==> config.mk <==
export PLATFORM = sky130hd
export DESIGN_NAME = acc_core
export DESIGN_NICKNAME = d
export VERILOG_FILES = /design/src/rtl/acc_pkg.sv /design/src/rtl/acc_seq.sv /design/src/rtl/acc_datapath.sv /design/src/rtl/acc_core.sv
export SDC_FILE = /design/constraint.sdc
export NUM_CORES = 1
export LEC_CHECK = 0
export BUFFER_PORTS_ARGS = -buffer_cell sky130_fd_sc_hd__buf_2
export CORE_MARGIN = 2
export CORE_UTILIZATION = 40
export CTS_CLUSTER_SIZE = 28
export DETAILED_ROUTE_END_ITERATION = 7
export SKIP_LAST_GASP = 1
export SYNTH_ARGS = -nofsm -noshare
export SYNTH_HDL_FRONTEND = slang
export SYNTH_SLANG_ARGS = --single-unit
==> constraint.sdc <==
create_clock -name clk -period 2.9 [get_ports clk]
set_input_delay 0.145 -clock clk [delete_from_list [all_inputs] [get_ports clk]]
set_output_delay 0.145 -clock clk [all_outputs]
set_load 0.01 [all_outputs]
==> src/rtl/acc_pkg.sv <==
package acc_pkg;

    localparam int unsigned OPC_HALT  = 0;
    localparam int unsigned OPC_LOAD  = 1;
    localparam int unsigned OPC_ADD   = 2;
    localparam int unsigned OPC_STORE = 3;

    typedef enum logic [3:0] {
        ST_FETCH_ADDR,
        ST_FETCH_READ,
        ST_FETCH_MDR,
        ST_FETCH_IR,
        ST_DECODE,
        ST_OPND_READ,
        ST_OPND_MDR,
        ST_LOAD_ACC,
        ST_ADD_ACC,
        ST_STORE_MDR,
        ST_STORE_WRITE,
        ST_HALTED
    } seq_state_e;

    typedef struct packed {
        logic mar_from_ip;
        logic mar_from_ir;
        logic mdr_from_mem;
        logic mdr_from_acc;
        logic ip_inc;
        logic ir_load;
        logic op_latch;
        logic acc_load;
        logic acc_add;
        logic mem_we;
    } step_ctl_t;

endpackage

==> src/rtl/acc_seq.sv <==
module acc_seq
    import acc_pkg::*;
#(
    parameter int unsigned OP_W = 4
) (
    input  logic            clk,
    input  logic            rst_n,
    input  logic [OP_W-1:0] ir_op,
    input  logic [OP_W-1:0] dec_op,
    output step_ctl_t       ctl,
    output logic            halted
);

    seq_state_e state, state_nx;

    always_ff @(posedge clk or negedge rst_n) begin
        if (!rst_n) begin
            state <= ST_FETCH_ADDR;
        end else begin
            state <= state_nx;
        end
    end

    always_comb begin
        state_nx = state;
        unique case (state)
            ST_FETCH_ADDR:  state_nx = ST_FETCH_READ;
            ST_FETCH_READ:  state_nx = ST_FETCH_MDR;
            ST_FETCH_MDR:   state_nx = ST_FETCH_IR;
            ST_FETCH_IR:    state_nx = ST_DECODE;
            ST_DECODE: begin
                if (ir_op == OP_W'(OPC_LOAD) || ir_op == OP_W'(OPC_ADD)) begin
                    state_nx = ST_OPND_READ;
                end else if (ir_op == OP_W'(OPC_STORE)) begin
                    state_nx = ST_STORE_MDR;
                end else if (ir_op == OP_W'(OPC_HALT)) begin
                    state_nx = ST_HALTED;
                end else begin
                    state_nx = ST_FETCH_ADDR;
                end
            end
            ST_OPND_READ:   state_nx = ST_OPND_MDR;
            ST_OPND_MDR:    state_nx = (dec_op == OP_W'(OPC_ADD)) ? ST_ADD_ACC : ST_LOAD_ACC;
            ST_LOAD_ACC:    state_nx = ST_FETCH_ADDR;
            ST_ADD_ACC:     state_nx = ST_FETCH_ADDR;
            ST_STORE_MDR:   state_nx = ST_STORE_WRITE;
            ST_STORE_WRITE: state_nx = ST_FETCH_ADDR;
            ST_HALTED:      state_nx = ST_HALTED;
            default:        state_nx = ST_FETCH_ADDR;
        endcase
    end

    always_comb begin
        ctl    = '0;
        halted = 1'b0;
        unique case (state)
            ST_FETCH_ADDR:  ctl.mar_from_ip = 1'b1;
            ST_FETCH_READ:  ;
            ST_FETCH_MDR: begin
                ctl.mdr_from_mem = 1'b1;
                ctl.ip_inc       = 1'b1;
            end
            ST_FETCH_IR:    ctl.ir_load = 1'b1;
            ST_DECODE: begin
                ctl.op_latch    = 1'b1;
                ctl.mar_from_ir = 1'b1;
            end
            ST_OPND_READ:   ;
            ST_OPND_MDR:    ctl.mdr_from_mem = 1'b1;
            ST_LOAD_ACC:    ctl.acc_load = 1'b1;
            ST_ADD_ACC:     ctl.acc_add = 1'b1;
            ST_STORE_MDR:   ctl.mdr_from_acc = 1'b1;
            ST_STORE_WRITE: ctl.mem_we = 1'b1;
            ST_HALTED:      halted = 1'b1;
            default:        ;
        endcase
    end

    // once halted, the sequencer never leaves HALTED
    p_halt_sticky_r6: assert property (@(posedge clk) disable iff (!rst_n)
        halted |=> halted);

    // no memory write while halted
    p_halt_no_write_r6: assert property (@(posedge clk) disable iff (!rst_n)
        halted |-> !ctl.mem_we);

    // a store produces a single-cycle write pulse
    p_write_pulse_r5: assert property (@(posedge clk) disable iff (!rst_n)
        ctl.mem_we |=> !ctl.mem_we);

    // the pointer advance and the instruction register load are separate steps
    p_fetch_order_r8: assert property (@(posedge clk) disable iff (!rst_n)
        ctl.ip_inc |=> ctl.ir_load);

endmodule

==> src/rtl/acc_datapath.sv <==
module acc_datapath
    import acc_pkg::*;
#(
    parameter int unsigned WORD_W = 16,
    parameter int unsigned ADDR_W = 12,
    localparam int unsigned OP_W  = WORD_W - ADDR_W
) (
    input  logic              clk,
    input  logic              rst_n,
    input  step_ctl_t         ctl,
    input  logic [WORD_W-1:0] mem_rdata,
    output logic [ADDR_W-1:0] mem_addr,
    output logic [WORD_W-1:0] mem_wdata,
    output logic              mem_we,
    output logic [OP_W-1:0]   ir_op,
    output logic [OP_W-1:0]   dec_op,
    output logic [WORD_W-1:0] acc
);

    logic [ADDR_W-1:0] ip;
    logic [ADDR_W-1:0] mar;
    logic [WORD_W-1:0] mdr;
    logic [WORD_W-1:0] ir;

    always_ff @(posedge clk or negedge rst_n) begin
        if (!rst_n) begin
            ip <= '0;
        end else if (ctl.ip_inc) begin
            ip <= ip + ADDR_W'(1);
        end
    end

    always_ff @(posedge clk or negedge rst_n) begin
        if (!rst_n) begin
            mar <= '0;
        end else if (ctl.mar_from_ip) begin
            mar <= ip;
        end else if (ctl.mar_from_ir) begin
            mar <= ir[ADDR_W-1:0];
        end
    end

    always_ff @(posedge clk or negedge rst_n) begin
        if (!rst_n) begin
            mdr <= '0;
        end else if (ctl.mdr_from_mem) begin
            mdr <= mem_rdata;
        end else if (ctl.mdr_from_acc) begin
            mdr <= acc;
        end
    end

    always_ff @(posedge clk or negedge rst_n) begin
        if (!rst_n) begin
            ir     <= '0;
            dec_op <= '0;
        end else begin
            if (ctl.ir_load)  ir     <= mdr;
            if (ctl.op_latch) dec_op <= ir[WORD_W-1 -: OP_W];
        end
    end

    always_ff @(posedge clk or negedge rst_n) begin
        if (!rst_n) begin
            acc <= '0;
        end else if (ctl.acc_load) begin
            acc <= mdr;
        end else if (ctl.acc_add) begin
            acc <= acc + mdr;
        end
    end

    assign ir_op     = ir[WORD_W-1 -: OP_W];
    assign mem_addr  = mar;
    assign mem_wdata = mdr;
    assign mem_we    = ctl.mem_we;

    // the instruction pointer only ever moves forward by one
    p_ip_step_r8: assert property (@(posedge clk) disable iff (!rst_n)
        !$stable(ip) |-> ip == $past(ip) + ADDR_W'(1));

    // the word written to memory is the accumulator
    p_store_data_r5: assert property (@(posedge clk) disable iff (!rst_n)
        mem_we |-> mem_wdata == acc);

endmodule

==> src/rtl/acc_core.sv <==
module acc_core
    import acc_pkg::*;
#(
    parameter int unsigned WORD_W = 16,
    parameter int unsigned ADDR_W = 12
) (
    input  logic              clk,
    input  logic              rst_n,
    output logic [ADDR_W-1:0] mem_addr,
    input  logic [WORD_W-1:0] mem_rdata,
    output logic [WORD_W-1:0] mem_wdata,
    output logic              mem_we,
    output logic [WORD_W-1:0] acc_out,
    output logic              done
);

    localparam int unsigned OP_W = WORD_W - ADDR_W;

    step_ctl_t       ctl;
    logic [OP_W-1:0] ir_op;
    logic [OP_W-1:0] dec_op;

    acc_seq #(
        .OP_W   (OP_W)
    ) u_seq (
        .clk    (clk),
        .rst_n  (rst_n),
        .ir_op  (ir_op),
        .dec_op (dec_op),
        .ctl    (ctl),
        .halted (done)
    );

    acc_datapath #(
        .WORD_W    (WORD_W),
        .ADDR_W    (ADDR_W)
    ) u_dp (
        .clk       (clk),
        .rst_n     (rst_n),
        .ctl       (ctl),
        .mem_rdata (mem_rdata),
        .mem_addr  (mem_addr),
        .mem_wdata (mem_wdata),
        .mem_we    (mem_we),
        .ir_op     (ir_op),
        .dec_op    (dec_op),
        .acc       (acc_out)
    );

    // accumulator frozen once halted
    p_halt_acc_stable_r6: assert property (@(posedge clk) disable iff (!rst_n)
        done |=> $stable(acc_out));

    // a memory write never changes the accumulator in the same step
    p_store_keeps_acc_r5: assert property (@(posedge clk) disable iff (!rst_n)
        mem_we |=> $stable(acc_out));

endmodule

==> results of run 1 <==
-- synth_stat cells (all sizes together), types with 10 or more instances --
cell type,number
o21ai,17
mux2i,13
mux2,21
nand2,18
o22ai,17
ha,16
nor2,59
a22oi,12
nor3,10
xnor2,18
a21oi,29
dfrtp,80
-- worst min path at each step --
stage	start	cells past startpoint	to
3_3_place_gp	rst_n	1	u_dp.mem_addr[2]$_DFFE_PN0P_
3_5_place_dp	rst_n	1	u_dp.ip[2]$_DFFE_PN0P_
6_report	mem_rdata[11]	3	u_dp.mem_wdata[11]$_DFFE_PN0P_
2_1_floorplan	rst_n	0	u_dp.acc[0]$_DFFE_PN0P_
5_1_grt	mem_rdata[10]	3	u_dp.mem_wdata[10]$_DFFE_PN0P_
4_1_cts	mem_rdata[6]	3	u_dp.mem_wdata[6]$_DFFE_PN0P_
-- cell type report --
class	count	area, um2
multi-input cells	298	2050
inverters	4	15.0
fillers	1004	5380
clock buffers	9	124
flip-flops and latches	80	2000
well taps	136	170
clock inverters	7	55.1
repair buffers	72	388
-- per-stage QoR --
stage / cell area [um2] / power (mW) / hold WS, ns
2_1_floorplan: 4150 / 4.50 / -0.151
3_3_place_gp: 4620 / 5.44 / 0.396
3_5_place_dp: 4620 / 5.49 / 0.392
4_1_cts: 4810 / 6.28 / 0.0498
5_1_grt: 4810 / 6.80 / 0.0660
6_report: 4810 / 6.25 / 0.0579
-- worst min-delay path: cells and delay by family --
kind / cells / cell delay [ns]
AO/OA/AOI/OAI: 1 / 0.07
buffers and inverters: 1 / 0.08
AND/OR/NAND/NOR: 1 / 0.09
-- metal layers --
| layer | GRT usage | vias to the layer above | share of wire |
|---|---|---|---|
| met5 | 0 | - | 0 |
| met4 | 0.0611 | 0 | 0.014 |
| met3 | 0.0322 | 14 | 0.053 |
| met2 | 0.300 | 75 | 0.46 |
| met1 | 0.254 | 1598 | 0.47 |
| li1 | - | 1586 | - |
-- sequential cells by signal, summed over array words and instances (netlist names) --
| register | count |
|---|---|
| u_dp.ir | 16 |
| u_dp.mem_addr | 12 |
| u_dp.dec_op | 4 |
| u_dp.mem_wdata | 16 |
| u_dp.ip | 12 |
| u_dp.acc | 16 |
| u_seq.state | 4 |
-- cells by family (layout without fill, tap and decap cells) --
family,after synthesis,count (layout),share of synthesized area
flops,80,80,0.482
mux,34,34,0.0883
xor+xnor,25,25,0.0527
fa+ha+maj,17,17,0.0530
simple gates,113,113,0.131
buf+inv,22,92,0.0244
compound gates,109,109,0.168
-- repair_timing --
item                                    CTS  global route
resized for setup                         0             1
endpoints found under the setup margin    0             1
hold buffers                              1             0
hold endpoints to repair                 12             0
-- power groups by stage --
stage | Combinational [mW] | Clock, mW | Sequential, mW
3_3_place_gp | 3.24 | 0 | 2.19
5_1_grt | 3.66 | 0.850 | 2.29
6_report | 3.28 | 0.773 | 2.19
4_1_cts | 3.29 | 0.794 | 2.20
2_1_floorplan | 2.34 | 0 | 2.16
3_5_place_dp | 3.27 | 0 | 2.22
==> results by group, run 1 <==
Clock tree
  – Total number of clock tree sinks: 80
  – Maximum root-to-sink buffer count: 2
  – CTS tree: built
  – Clock latency at the later pin of the worst-skew pair: between 0.3 and 0.4 ns
  – Worst-path clk slew: around 0.1 ns
  – H-Tree Level Count: 3
  – CTS root buffer: sky130_fd_sc_hd__clkbuf_8
  – Post-CTS Setup Repair Bufs: 0
  – TritonCTS Buffers: 9

Drt
  – Routed via count: 3273
  – First-pass DRT Iterations: 4
  – Drt wl/cell: around 16 um
  – Average via count per standard cell: 5.40
  – Total DRC errors in the routed layout: 0
  – Final wirelength: 9.96 mm
  – Remaining antenna violation count: 0
  – Initial DRC count: around 180

Power and ir drop
  – Clock network power share: 0.124
  – Share of power burned in combinational logic: 0.526
  – Lkg Pwr: approximately 2.1 nW
  – P per Cell Area: approximately 1300 mW/mm2
  – Maximum ir drop on the vdd rail: ~500 uV
  – Switching part of the total: 0.446
  – Switching component of the power: approximately 2.8 mW
  – Cell internal power dissipation: ~3.5 mW
  – Sequential fraction of design power: 0.351

Worst setup path
  – Data required time at the worst endpoint: around 3.2 ns
  – R2R Setup Slk: approximately 0.31 ns
  – Delay of the slowest critical-path stage: 0.56 ns
  – R2r startpoint: u_dp.mem_wdata[0]$_DFFE_PN0P_
  – WP buf/inv: 0
  – Worst-path fanout max: 5
  – Worst reg2reg endpoint: u_dp.acc[14]$_DFFE_PN0P_
  – CP startpoint: u_dp.mem_wdata[0]$_DFFE_PN0P_
  – Number of cells on the critical path: 8
  – Family of cells with the greatest summed delay on the critical path: compound AO/OA/AOI/OAI gates
  – Library cell contributing the largest single delay on the critical path: sky130_fd_sc_hd__a2111oi_1
  – Cell chain of the critical path: ha_1 -> fa_1 -> a21oi_1 -> o21ai_0 -> a2111oi_1 -> o41ai_1 -> xnor2_1 -> o21ai_0
  – Number of cell instances on the worst register-to-register path: 8
  – Most frequent cell on the critical path: sky130_fd_sc_hd__o21ai_0
  – Classification of the worst setup path: register to register
  – Capture point of the critical path: u_dp.acc[14]$_DFFE_PN0P_
  – Worst EP arrival: around 2.9 ns
  – Critical Path End Type: register
  – Critical path startpoint category: register

Synth
  – Flip-flop and latch count after synthesis: 80
  – Ranking of synthesized cells by area: sky130_fd_sc_hd__dfrtp_1 (48%), sky130_fd_sc_hd__mux2_2 (5.7%), sky130_fd_sc_hd__nor2_1 (5.2%)
  – Post-synthesis sequential area ratio: 0.482
  – Post-synthesis cell count: 400
  – Mean area per synthesized cell: roughly 10 um2
  – Cell type contributing the most total cell area after synthesis: sky130_fd_sc_hd__dfrtp_1
  – Async set-or-reset flop fraction in the synthesized netlist: 1.00
  – Count of flip-flops with a built-in enable after synthesis: 0
  – Most used flip-flop cell after synthesis: sky130_fd_sc_hd__dfrtp_1
  – Total standard cell area after synthesis: 0.00415 mm2
  – Count of unique library cells instantiated by Yosys: 55
  – Top-area cell type share of the netlist area: 0.482
  – Yosys warns: 0
  – Net count of the mapped netlist: about 440

Floorplanning
  – Core region area: ~0.010 mm2
  – Chip width: 106 um
  – Height of the die: 106 um
  – Num rows: 37
  – Initial Utilization: 0.408
  – Number of placed I/O pins: 64
  – Area of the die: ~0.011 mm2

STA
  – Clock period minus worst slack: 2.59 ns
  – Sum Neg Setup Slack: 0 ns
  – Max Fclk: around 0.39 GHz
  – Setup violations, final: 0
  – Worst Skew: 0.0157 ns
  – Unrepaired setup endpoints after global routing: false
  – Max-slew violations: 0
  – Transition time at the pin with the least slew margin: between 1 and 1.5 ns
  – Setup WS post-layout: 0.312 ns
  – Normalized max-slew margin: 0.327
  – Final period util: 0.892
  – Final number of hold-violating endpoints: 0

Global routing
  – Via count of the first global-routing pass: 3239
  – Global-route wire length before repair: 16.3 mm
  – Largest net degree at the start of global routing: a little over 80
  – Antenna violations before repair: 0
  – Overall track demand over capacity in global routing: 0.185
  – Aggregate global routing overflow: 0

Placement
  – Placed cells: around 590
  – Count of input and output buffers: between 60 and 70
  – DP Worst Slack: about 0.18 ns
  – HPWL after DPL: between 7 and 8 mm
  – RePlAce Congestion: roughly 0.84

Cells and area
  – Proportion of layout cells with a drive suffix above 1: 0.255
  – Core utilization of the finished layout: 0.472
  – Layout overhead on the synthesized area: 15.8%
  – Final Net Count: 500
  – Final std cells w/o fill: slightly above 600
  – Top library cells by usage in the layout, fill and taps aside: sky130_fd_sc_hd__dfrtp_1 (80), sky130_fd_sc_hd__buf_2 (62), sky130_fd_sc_hd__nor2_1 (58), sky130_fd_sc_hd__a21oi_1 (29), sky130_fd_sc_hd__mux2_2 (21)
  – Most frequent standard cell in the layout excluding fill and tap cells: sky130_fd_sc_hd__dfrtp_1
  – Number of antenna diodes: 0

Worst hold path
  – Hold WC Path Type: primary input to register

Outcome
  – Run status: finished, final reports clean

Run
  – Maximum capacitance violations: 0
(Power assumes the default switching activity.)
==> run 2, diff against run 1 <==
--- a/config.mk
+++ b/config.mk
@@ -5,11 +5,15 @@
 export SDC_FILE = /design/constraint.sdc
 export NUM_CORES = 1
 export LEC_CHECK = 0
+export ABC_CLOCK_PERIOD_IN_PS = 2700
 export BUFFER_PORTS_ARGS = -buffer_cell sky130_fd_sc_hd__buf_2
+export CELL_PAD_IN_SITES_DETAIL_PLACEMENT = 0
+export CELL_PAD_IN_SITES_GLOBAL_PLACEMENT = 1
 export CORE_MARGIN = 2
 export CORE_UTILIZATION = 40
 export CTS_CLUSTER_SIZE = 28
 export DETAILED_ROUTE_END_ITERATION = 7
+export PLACE_DENSITY_LB_ADDON = 0.1
 export SKIP_LAST_GASP = 1
 export SYNTH_ARGS = -nofsm -noshare
 export SYNTH_HDL_FRONTEND = slang
==> constraint.sdc (replaced) <==
create_clock -name clk -period 2.7 [get_ports clk]
set_input_delay 0.135 -clock clk [delete_from_list [all_inputs] [get_ports clk]]
set_output_delay 0.135 -clock clk [all_outputs]
set_load 0.01 [all_outputs]
==> results by group, run 2 (synthesis results as in run 1) <==
Worst setup path
  – R2R Setup Slk: 0.18 ns (-0.13 ns)
  – Delay of the slowest critical-path stage: 0.49 ns (-0.07 ns)
  – Most frequent cell on the critical path: sky130_fd_sc_hd__o21ai_0
  – Number of cell instances on the worst register-to-register path: 8 (unchanged)
  – Critical Path End Type: register
  – Worst-path fanout max: 4 (-1)
  – Worst EP arrival: 2.80 ns (-0.07 ns)
  – Data required time at the worst endpoint: 2.98 ns (-0.21 ns)
  – Worst reg2reg endpoint: u_dp.acc[14]$_DFFE_PN0P_
  – Library cell contributing the largest single delay on the critical path: sky130_fd_sc_hd__a2111oi_2
  – Cell chain of the critical path: ha_1 -> fa_1 -> a21oi_1 -> o21ai_0 -> a2111oi_2 -> o41ai_1 -> xnor2_1 -> o21ai_0
  – CP startpoint: u_dp.acc[0]$_DFFE_PN0P_
  – Critical path startpoint category: register
  – Classification of the worst setup path: register to register
  – R2r startpoint: u_dp.acc[0]$_DFFE_PN0P_

Clock tree
  – Post-CTS Setup Repair Bufs: 0 (unchanged)
  – Worst-path clk slew: 0.10 ns (about the same)
  – Maximum root-to-sink buffer count: 2 (unchanged)
  – TritonCTS Buffers: 9 (unchanged)
  – Total number of clock tree sinks: 80 (unchanged)
  – CTS root buffer: sky130_fd_sc_hd__clkbuf_8
  – H-Tree Level Count: 3 (unchanged)
  – Clock latency at the later pin of the worst-skew pair: 0.36 ns (about the same)
  – CTS tree: built

Drt
  – Drt wl/cell: 17.6 um (+6.9%)
  – Initial DRC count: 155 (-12%)
  – First-pass DRT Iterations: 4 (unchanged)
  – Total DRC errors in the routed layout: 0 (unchanged)
  – Routed via count: 3306 (+1.0%)
  – Remaining antenna violation count: 0 (unchanged)
  – Average via count per standard cell: 5.43 (+0.51%)
  – Final wirelength: 10.7 mm (+7.4%)

Floorplanning
  – Core region area: 0.0102 mm2 (unchanged)
  – Number of placed I/O pins: 64 (unchanged)
  – Num rows: 37 (unchanged)
  – Initial Utilization: 0.408 (unchanged)
  – Height of the die: 106 um (unchanged)
  – Chip width: 106 um (unchanged)
  – Area of the die: 0.0112 mm2 (unchanged)

Worst hold path
  – Worst Min Path Start: mem_rdata[6]
  – Hold WC Path Type: primary input to register
  – Cell depth of the worst hold path: 3 (unchanged)
  – End point of the most critical hold path: u_dp.mem_wdata[6]$_DFFE_PN0P_

STA
  – Normalized max-slew margin: 0.317 (-0.0101)
  – Max-slew violations: 0 (unchanged)
  – Max Fclk: 0.397 GHz (+2.8%)
  – Unrepaired setup endpoints after global routing: false
  – Transition time at the pin with the least slew margin: 1.02 ns (+0.0151 ns)
  – Sum Neg Setup Slack: 0 ns (unchanged)
  – Setup violations, final: 0 (unchanged)
  – Final number of hold-violating endpoints: 0 (unchanged)
  – Clock period minus worst slack: 2.52 ns (-0.0705 ns)
  – Worst Skew: 0.0152 ns (-0.000562 ns)
  – Final period util: 0.932 (+0.0400)

Global routing
  – Overall track demand over capacity in global routing: 0.203 (+0.0178)
  – Largest net degree at the start of global routing: 81 (unchanged)
  – Global-route wire length before repair: 17.7 mm (+8.6%)
  – Antenna violations before repair: 0 (unchanged)
  – Aggregate global routing overflow: 0 (unchanged)
  – Via count of the first global-routing pass: 3266 (+0.83%)

Cells and area
  – Area used by multi-input combinational logic: 0.00206 mm2 (+0.24%)
  – Number of antenna diodes: 0 (unchanged)
  – Final Net Count: 503 (+0.60%)
  – Post-route design area: 0.00484 mm2 (+0.70%)
  – Top library cells by usage in the layout, fill and taps aside: sky130_fd_sc_hd__dfrtp_1 (80), sky130_fd_sc_hd__buf_2 (62), sky130_fd_sc_hd__nor2_1 (58), sky130_fd_sc_hd__a21oi_1 (29), sky130_fd_sc_hd__mux2_2 (21)
  – Most frequent standard cell in the layout excluding fill and tap cells: sky130_fd_sc_hd__dfrtp_1
  – Register area: 0.00200 mm2 (unchanged)
  – Layout overhead on the synthesized area: 16.6%
  – Number of filler cells placed in the layout: 1018 (+1.4%)
  – Proportion of layout cells with a drive suffix above 1: 0.262 (+0.00684)

Placement
  – RePlAce Congestion: 0.850 (+1.7%)
  – Placed Area: 0.00464 mm2 (+0.49%)
  – HPWL after DPL: 7.54 mm (+7.5%)
  – Count of input and output buffers: 63 (unchanged)

Run
  – Maximum capacitance violations: 0 (unchanged)

Power and ir drop
  – Lkg Pwr: 2.14 nW (+0.80%)
  – P per Cell Area: 1410 mW/mm2 (+8.7%)
  – Maximum ir drop on the vdd rail: 651 uV (+30%)

Outcome
  – Run status: finished, final reports clean
[run 2: changes by cell type in the layout (fill, tap and decap cells not counted)]
| cell | before | now |
|---|---|---|
| sky130_fd_sc_hd__buf_4 | 9 | 12 |
| sky130_fd_sc_hd__a2111oi_1 | 1 | 0 |
| sky130_fd_sc_hd__a2111oi_2 | 0 | 1 |
| sky130_fd_sc_hd__clkinv_2 | 1 | 0 |
| sky130_fd_sc_hd__clkinv_4 | 1 | 2 |
| sky130_fd_sc_hd__inv_6 | 3 | 2 |
| sky130_fd_sc_hd__inv_8 | 0 | 1 |
[run 2: final cells by class]
type,instances,area share
multi-input cells,298,0.425
flip-flops and latches,80,0.413
repair buffers,75,0.0848
well taps,136,0.0351
clock buffers,9,0.0256
clock inverters,7,0.0127
inverters,4,0.00310
[run 2: where the power goes]
group | switching [mW] | total, mW | internal [mW]
logic | 1.93 | 3.59 | 1.65
clock network | 0.510 | 0.860 | 0.350
registers | 0.642 | 2.39 | 1.75
[run 2: how the worst max path moves through the flow]
stage	cells past startpoint	end	slack, ns
floorplan	8	u_dp.acc[14]$_DFFE_PN0P_	0.33
global placement	8	u_dp.acc[14]$_DFFE_PN0P_	0.23
detailed placement	8	u_dp.acc[14]$_DFFE_PN0P_	0.08
CTS	8	u_dp.acc[14]$_DFFE_PN0P_	0.07
global route	8	u_dp.acc[14]$_DFFE_PN0P_	0.01
finish	8	u_dp.acc[14]$_DFFE_PN0P_	0.18
[run 2: what timing repair did]
action / 4_1_cts / 5_1_grt
resized for setup: 0 / 2
endpoints found under the hold margin: 43 / 0
endpoints found under the setup margin: 0 / 2
hold buffers: 1 / 0
[run 2: metrics by stage]
step                      utilization  hold WS (ns)  instances  setup WS [ns]  power [mW]
after detailed placement        0.456         0.383        592         0.0771        5.99
after CTS                       0.475        0.0387        609         0.0650        6.88
after floorplan                     -        -0.161        400          0.330        4.84
after global placement          0.456         0.393        592          0.231        5.95
final                           0.475        0.0467        609          0.183        6.84
after global routing            0.475        0.0390        609         0.0125        7.47
[run 2: metal layers]
metal	global-route usage	vias to the layer above	part of all wire
met4	0.0658	0	0.014
met5	0	-	0
li1	-	1595	-
met3	0.0278	12	0.025
met1	0.281	1633	0.47
met2	0.330	66	0.49
[run 2: worst max-delay path: cells and delay by family (launching register included)]
kind	cells	cell delay, ns
adder cells (fa/ha/maj)	2	0.66
flip-flops	1	0.42
AO/OA/AOI/OAI	5	1.23
XOR/XNOR	1	0.13
